## config.mk

```make
export PLATFORM = sky130hd
export DESIGN_NAME = spi_buf_master
export DESIGN_NICKNAME = d
export VERILOG_FILES = /design/src/rtl/spi_buf_master.sv
export SDC_FILE = /design/constraint.sdc
export NUM_CORES = 2
export LEC_CHECK = 0
export BUFFER_PORTS_ARGS = -buffer_cell sky130_fd_sc_hd__buf_2
export CAP_MARGIN = 20
export CORE_ASPECT_RATIO = 0.8
export CORE_UTILIZATION = 26
export DETAILED_ROUTE_END_ITERATION = 8
export PLACE_DENSITY = 0.48
export SETUP_SLACK_MARGIN = 0.1
export SYNTH_ARGS = -nofsm -noshare
export SYNTH_HDL_FRONTEND = slang
export SYNTH_SLANG_ARGS = --single-unit
```

## constraint.sdc

```tcl
create_clock -name clk -period 10.85 [get_ports clk]
set_input_delay 1.085 -clock clk [delete_from_list [all_inputs] [get_ports clk]]
set_output_delay 1.085 -clock clk [all_outputs]
set_load 0.02 [all_outputs]
```

## src/rtl/spi_buf_master.sv

```systemverilog
module spi_buf_master #(
  parameter int DEPTH = 200,
  parameter int AW = $clog2(DEPTH),
  parameter int LW = $clog2(DEPTH + 1)
) (
  input  logic          clk,
  input  logic          rst,
  input  logic          cfg_we,
  input  logic [7:0]    cfg_data,
  input  logic          start,
  input  logic [3:0]    sel_mask,
  input  logic [LW-1:0] xfer_len,
  input  logic          clr_irq,
  input  logic          buf_we,
  input  logic [AW-1:0] buf_addr,
  input  logic [7:0]    buf_wdata,
  output logic [7:0]    buf_rdata,
  output logic          sclk,
  output logic          mosi,
  input  logic          miso,
  output logic [3:0]    ss_n,
  output logic          irq_n,
  output logic          busy
);

  typedef enum logic [1:0] {S_IDLE, S_LEAD, S_XFER, S_TRAIL} state_t;

  state_t        st;
  logic [7:0]    mem [DEPTH];
  logic [7:0]    cfg, sh, rx, rx_nx, sh_nx, mem_wd;
  logic [6:0]    dcnt, half_m1;
  logic [3:0]    ecnt, mask_q;
  logic [AW-1:0] bidx, last_idx, mem_wa;
  logic          sclk_q, irq_q, mem_we;
  logic          cpol, cpha, lsb_first, tick, edge_now, sample, start_ok;

  assign cpol      = cfg[3];
  assign cpha      = cfg[2];
  assign lsb_first = cfg[5];

  always_comb begin
    case (cfg[1:0])
      2'd0:    half_m1 = 7'd1;
      2'd1:    half_m1 = 7'd7;
      2'd2:    half_m1 = 7'd31;
      default: half_m1 = 7'd63;
    endcase
  end

  assign tick     = (st != S_IDLE) && (dcnt == half_m1);
  assign edge_now = tick && (st == S_LEAD || st == S_XFER);
  assign sample   = (ecnt[0] == cpha);
  assign rx_nx    = lsb_first ? {miso, rx[7:1]} : {rx[6:0], miso};
  assign sh_nx    = lsb_first ? {1'b0, sh[7:1]} : {sh[6:0], 1'b0};
  assign start_ok = start && (st == S_IDLE) && (xfer_len != '0) && (xfer_len <= LW'(DEPTH));

  assign busy      = (st != S_IDLE);
  assign ss_n      = busy ? ~mask_q : 4'hF;
  assign sclk      = sclk_q;
  assign mosi      = lsb_first ? sh[0] : sh[7];
  assign irq_n     = irq_q;
  assign buf_rdata = mem[buf_addr];

  always_comb begin
    mem_we = 1'b0;
    mem_wa = buf_addr;
    mem_wd = buf_wdata;
    if (st == S_IDLE) begin
      mem_we = buf_we;
    end else if (edge_now && ecnt == 4'd15) begin
      mem_we = 1'b1;
      mem_wa = bidx;
      mem_wd = sample ? rx_nx : rx;
    end
  end

  always_ff @(posedge clk) begin
    if (mem_we) mem[mem_wa] <= mem_wd;
  end

  always_ff @(posedge clk or posedge rst) begin
    if (rst) begin
      st       <= S_IDLE;
      cfg      <= 8'h00;
      sclk_q   <= 1'b0;
      irq_q    <= 1'b1;
      dcnt     <= '0;
      ecnt     <= '0;
      mask_q   <= '0;
      bidx     <= '0;
      last_idx <= '0;
      sh       <= '0;
      rx       <= '0;
    end else begin
      if (clr_irq) irq_q <= 1'b1;
      if (st == S_IDLE) begin
        dcnt <= '0;
        if (cfg_we) begin
          cfg    <= cfg_data;
          sclk_q <= cfg_data[3];
        end
        if (start_ok) begin
          st       <= S_LEAD;
          mask_q   <= sel_mask;
          last_idx <= AW'(xfer_len - 1'b1);
          bidx     <= '0;
          ecnt     <= '0;
          sh       <= mem[0];
          rx       <= '0;
        end
      end else begin
        dcnt <= tick ? '0 : dcnt + 7'd1;
        if (tick && st == S_TRAIL) begin
          st    <= S_IDLE;
          irq_q <= 1'b0;
        end
        if (edge_now) begin
          if (st == S_LEAD) st <= S_XFER;
          sclk_q <= ~sclk_q;
          ecnt   <= ecnt + 4'd1;
          if (sample)                    rx <= rx_nx;
          else if (cpha && ecnt == 4'd0) sh <= mem[bidx];
          else                           sh <= sh_nx;
          if (ecnt == 4'd15) begin
            if (bidx == last_idx) begin
              st <= S_TRAIL;
            end else begin
              bidx <= bidx + 1'b1;
              if (!cpha) sh <= mem[bidx + 1'b1];
            end
          end
        end
      end
    end
  end


  sclk_idle_chk: assert property (@(posedge clk) disable iff (rst)
    !busy |-> sclk == cfg[3]);


  lead_quiet_chk: assert property (@(posedge clk) disable iff (rst)
    (st == S_LEAD) |-> sclk == cpol);


  irq_set_chk: assert property (@(posedge clk) disable iff (rst)
    $fell(busy) |-> !irq_n);


  irq_hold_chk: assert property (@(posedge clk) disable iff (rst)
    (!irq_n && !clr_irq) |=> !irq_n);


  busy_start_chk: assert property (@(posedge clk) disable iff (rst)
    (busy && start) |=> $stable(mask_q));


  edge_align_chk: assert property (@(posedge clk) disable iff (rst)
    $fell(busy) |-> ecnt == 4'd0);

endmodule

```

## Word level (Yosys, flattened, before mapping)

Memory sizes are Yosys's and may differ from the RTL's.
Index checks and enable logic that the tools add are counted.

| operators by class | value |
|---|---|
| reductions and logical operators | 21 |
| div/mod/pow operators | 0 |
| mux-type cells | 47 |
| shifts and indexed selects | 0 |
| bitwise gates (word level) | 2 |
| order comparisons | 1 |
| $mul | 0 |
| equality and inequality tests | 12 |
| $add $sub $neg | 4 |

Operator list:

| cell | count |
|---|---|
| $mux W8 | 22 |
| $pmux W6 S3 | 1 |
| $mux W4 | 4 |
| $mux W2 | 7 |
| $mux W7 | 2 |
| $mux W1 | 11 |
| $add A8 B1 Y8 const B | 1 |
| $eq A8 B8 Y1 | 1 |
| $le A8 B8 Y1 const B | 1 |
| $logic_and A1 B1 Y1 | 8 |
| $reduce_and A2 Y1 | 4 |
| $reduce_bool A8 Y1 | 1 |
| $sub A8 B1 Y8 const B | 1 |
| $add A7 B1 Y7 const B | 1 |
| $eq A7 B7 Y1 | 1 |
| $eq A2 B2 Y1 const B | 3 |
| $ne A2 B2 Y1 const B | 3 |
| $reduce_bool A2 Y1 | 3 |
| $add A4 B1 Y4 const B | 1 |
| $eq A2 B1 Y1 const B | 2 |
| $eq A4 B4 Y1 const B | 1 |
| $logic_not A2 Y1 | 2 |
| $logic_not A4 Y1 | 1 |
| $not A4 Y4 | 1 |
| other kinds (4) | 4 |

| word-level totals | value |
|---|---|
| latch bits | 0 |
| memories kept | 1 |
| memory bits (read-only) | 0 |
| logic and storage cells | 99 |
| bits in registers | 57 |
| input bits | 43 |
| output and inout bits | 16 |
| memory bits (writable) | 1600 |

Memories:

| name | depth | bits a word | read ports | clocked after Yosys merged registers in | write ports | line | source |
|---|---|---|---|---|---|---|---|
| mem | 200 | 8 | 4 | 0 | 1 | 29 | `logic [7:0] mem [DEPTH];` |

## Logic depth before layout (Yosys ltp)

| logic depth | value |
|---|---|
| depth in word-level cells | 11 |
| gate-level depth with buffers | 14 |
| gate-level depth less buffers | 10 |

## Worst setup path before layout

No wires, ideal clock.

| timing | value |
|---|---|
| kind | register -> register |
| from | reg st[0] |
| to | mem mem[0][0], data pin |
| library setup time | 1.755 ns |
| required time | 9.095 ns |
| path slack | -0.753 ns |
| arrival | 9.848 ns |
| stages on the path, launching flop included | 12 |
| clock period less this slack | 11.603 ns |
| buffers on the path | 4 |
| path through | dfrtp_1 inv_1 ha_1 nor2_1 and3_1 o2111ai_1 or2_2 clkbuf_1 clkbuf_1 buf_2 clkbuf_1 o21ai_0 |

| between the ends | value |
|---|---|
| longest elaborated chain between the ends | 6 |
| elaborated cells between the ends (all ways) | 10 |
| those cells by class | eq/ne: 2; mux: 2; reduce/logical: 6 |

RTL lines:

| element | line | source |
|---|---|---|
| start, declared | 28 | `state_t st;` |
| start signal, assigned | 83 | `st <= S_IDLE;` |
| start signal, assigned | 103 | `st <= S_LEAD;` |
| start signal, assigned | 114 | `st <= S_IDLE;` |
| $eq A2 B1 Y1, or another cell as far along | 51 | `assign edge_now = tick && (st == S_LEAD \|\| st == S_XFER);` |
| $logic_or A1 B1 Y1 / $logic_and A1 B1 Y1 (equally long branches) | 51, 50 |  |
| $logic_and A1 B1 Y1 | 51 |  |
| $logic_and A1 B1 Y1 | 70 | `end else if (edge_now && ecnt == 4'd15) begin` |
| $mux W8 | 70 |  |
| $mux W8 (*) | 68 | `if (st == S_IDLE) begin` |
| named net mem_wd[0] | 30 | `logic [7:0] cfg, sh, rx, rx_nx, sh_nx, mem_wd;` |
| end, declared | 29 |  |

Mark *: on every way through the listed nets, which the timed path passes. The rest lies on a longest branch.

## Worst setup path after layout

| timing | value |
|---|---|
| from | in buf_addr[0] |
| to | out buf_rdata[4] |

| between the ends | value |
|---|---|
| longest elaborated chain between the ends | 1 |

RTL lines:

| element | line | source |
|---|---|---|
| start, declared | 15 | `input logic [AW-1:0] buf_addr,` |
| $mem_v2 Z200 W8 | - |  |
| end, declared | 17 | `output logic [7:0] buf_rdata,` |

No other way between the ends.

==> out/results.ini <==
[power]
switching_share_pct = 28.5
combPwrFrac_pct = 18.9
p_int_mw = 12.0
p_leak_nw = 30.3
p_total_mw = 16.8
pwr-share-clk_pct = 38.2
cellPowerDensity_nw_per_um2 = 162
seqPwrFrac_pct = 42.8
p_switching_mw = 4.81
irDropWorstVdd_mv = 0.135

[route]
drcViolationCount = 0
drt_wl_total_um = 345000
drt_iter0_drc = 7911
via_per_inst = 5.83
dr.pass1.iters = 6
vias = 55400
ant_nets = 0
routedWlPerCell_um = 36.4

[clock_tree]
cts_setup_buffers = 0
cts_hold_buf = 0
cts_max_level = 4
clkSlewWorstSetupHoldPaths_ns = 0.06
clock_latency_ns = 0.89
cts_num_sinks = 1655
cts_resized = 0
clockBufferDepth = 4
root_buffer = clkbuf_16
cts_tree = done
numCtsBuffers = 185

[place]
placed_area_um2 = 97600
hpwl_um = 221000
dp_slack_ns = 4.09
port_buffers = 55
gp_congestion = 0.915
dpl.cell_count = 9143

[setup_path]
path_max_fanout = 46
end_kind = output pin
cpMaxStageDelayCell = buf_4
crit_path_max_incr_delay_ns = 0.85
path_cells = buf_8, buf_4, buf_4, mux4_2, mux4_2, mux4_2, mux4_2, buf_2
startpoint_type = primary input
rr_startpoint = bidx[1]$_DFFE_PP0P_
cp-startpoint = buf_addr[0]
path_class = in -> out
cp.arrival_ns = 5.60
critPathRequiredTime_ns = 9.77
crit_top_cell = mux4_2

[die]
die_w_um = 664
rows = 193
start_util_pct = 26.2
core_um2 = 347000
dieHeight_um = 531
io_pins = 59
dieArea_um2 = 353000

[finish]
fin_util_pct = 29.9
syn_to_final_growth_pct = 13.9
fillers = 33400
drive_above_1_share_pct = 44.6
nNetsFinal = 4809
stdcell_area_um2 = 104000
fin_cells = 9493

[yosys]
synth.largest_area_cell = edfxtp_1
yosysSeqAreaShare_pct = 54.3
ys_ff_latch = 1655
netlist_area_um2 = 91000
yosysTopAreaCellShare_pct = 52.8
netlist_instances = 4653
netlist_top_cells_area = edfxtp_1 53%, mux4_2 36%, dfrtp_1 1.5%
synth_fp_nets = 4704
syn_area_per_cell_um2 = 19.6
synth.most_common_cell = edfxtp_1
synth_ff_type = edfxtp_1
synth_top_cells_by_count = 1600 x edfxtp_1, 1470 x mux4_2, 261 x nor2_1
yosys.cell_types.count = 75
yosys_warnings = 0
synth_async_sr_flop_share_pct = 3.32
synth_edf_count = 1600

[global_route]
gr-usage-all-layers_pct = 19.2
grt_start_max_net_pins = 201
antenna_found_initial = 31
grt_overflow = 0
grt_pass1_vias = 54400
grt_pass1_wl_um = 472000

[hold_path]
min_path_type = in -> async

[timing]
fmax_mhz = 149
setup_violations = 0
slew_headroom_pct = 4.82
slew_violations = 0
worst_pin_slew_ns = 1.43
rsz0062_at_grt = false
setup_slack_ns = 4.16
finalSetupTns_ns = 0
final.period_utilization_pct = 61.7
fin_skew_ns = 0.0599
worst_hold_slack_ns = 0.251
min_period_ns = 6.69
finalHoldViolations = 0

[job]
drv_cap = 0

[run_status]
outcome = finished clean

worst max-delay path: cells and delay by family:
kind                   cells  cell delay [ns]
buffers and inverters      4             2.04
muxes                      4             2.22
power groups by stage:
| stage | clock network, mW | logic (mW) | registers (mW) |
|---|---|---|---|
| 6_report | 6.44 | 3.19 | 7.22 |
| 5_1_grt | 6.77 | 3.31 | 7.22 |
| 4_1_cts | 6.54 | 3.16 | 7.21 |
| 3_5_place_dp | 0 | 3.15 | 7.35 |
| 3_3_place_gp | 0 | 3.14 | 7.34 |
| 2_1_floorplan | 0 | 1.99 | 7.34 |
layer usage:
metal	up-vias	wire (µm)	track usage, %
met4	14	12200	6.25
met3	563	41500	6.36
met2	3398	148000	27.8
met1	30600	143000	27.1
met5	-	152	0.121
li1	20800	-	-
cell families after synthesis:
family,after synthesis,share of synthesized area [%]
compound gates,270,1.99
xor+xnor,33,0.326
fa+ha+maj,8,0.110
buf+inv,438,2.40
flops,1655,54.3
mux,1588,37.7
simple gates,661,3.17
cell usage in the layout, fill, tap and decap left out, types with 12 or more instances in the layout:
cell / synthesis / final
a211oi_1: 24 / 24
a21oi_1: 46 / 46
a22oi_1: 25 / 25
a31oi_1: 19 / 18
and2_1: 15 / 14
and3_1: 13 / 13
buf_12: 0 / 17
buf_2: 160 / 50
buf_4: 65 / 256
bufinv_16: 0 / 21
clkbuf_1: 156 / 38
clkbuf_16: 0 / 189
clkinv_1: 1 / 24
clkinv_2: 0 / 33
dfrtp_1: 54 / 48
diode_2: 0 / 16
edfxtp_1: 1600 / 1600
mux2_2: 21 / 21
mux2i_1: 96 / 96
mux4_2: 1470 / 1470
nand2_1: 203 / 202
nand3_1: 87 / 87
nand4_1: 12 / 12
nor2_1: 261 / 216
nor2_2: 0 / 45
o21ai_0: 61 / 51
xnor2_1: 21 / 18
area by class of cell:
class	count	area [µm²]	area share, %
Antenna cell	16	40.0	0.0386
Clock inverter	96	1050	1.02
Inverter	13	50.0	0.0482
Tap cell	4582	5730	5.53
Multi-Input combinational cell	2560	39700	38.3
Sequential cell	1655	49400	47.7
Clock buffer	228	4890	4.71
Timing Repair Buffer	343	2780	2.68
registers in the layout (all words and copies together) (netlist names):
signal,cells
mem,1600
bidx,8
last_idx,8
rx,8
sh,8
dcnt,7
cfg,4
ecnt,4
mask_q,4
st,2
irq_n,1
sclk,1
final timing paths:
check	depth (start not counted)	slack (ns)	to
worst max-delay path	8	4.16	buf_rdata[4]
worst min-delay path	2	0.25	cfg[1]$_DFFE_PP0P_
worst max register to register	11	4.70	sh[2]$_DFFE_PP0P_
worst min register to register	2	0.49	mask_q[0]$_DFFE_PP0P_
max in group asynchronous	3	9.66	bidx[4]$_DFFE_PP0P_
min in group clk	3	0.42	mask_q[0]$_DFFE_PP0P_
Power figures use the tool's default switching activity.
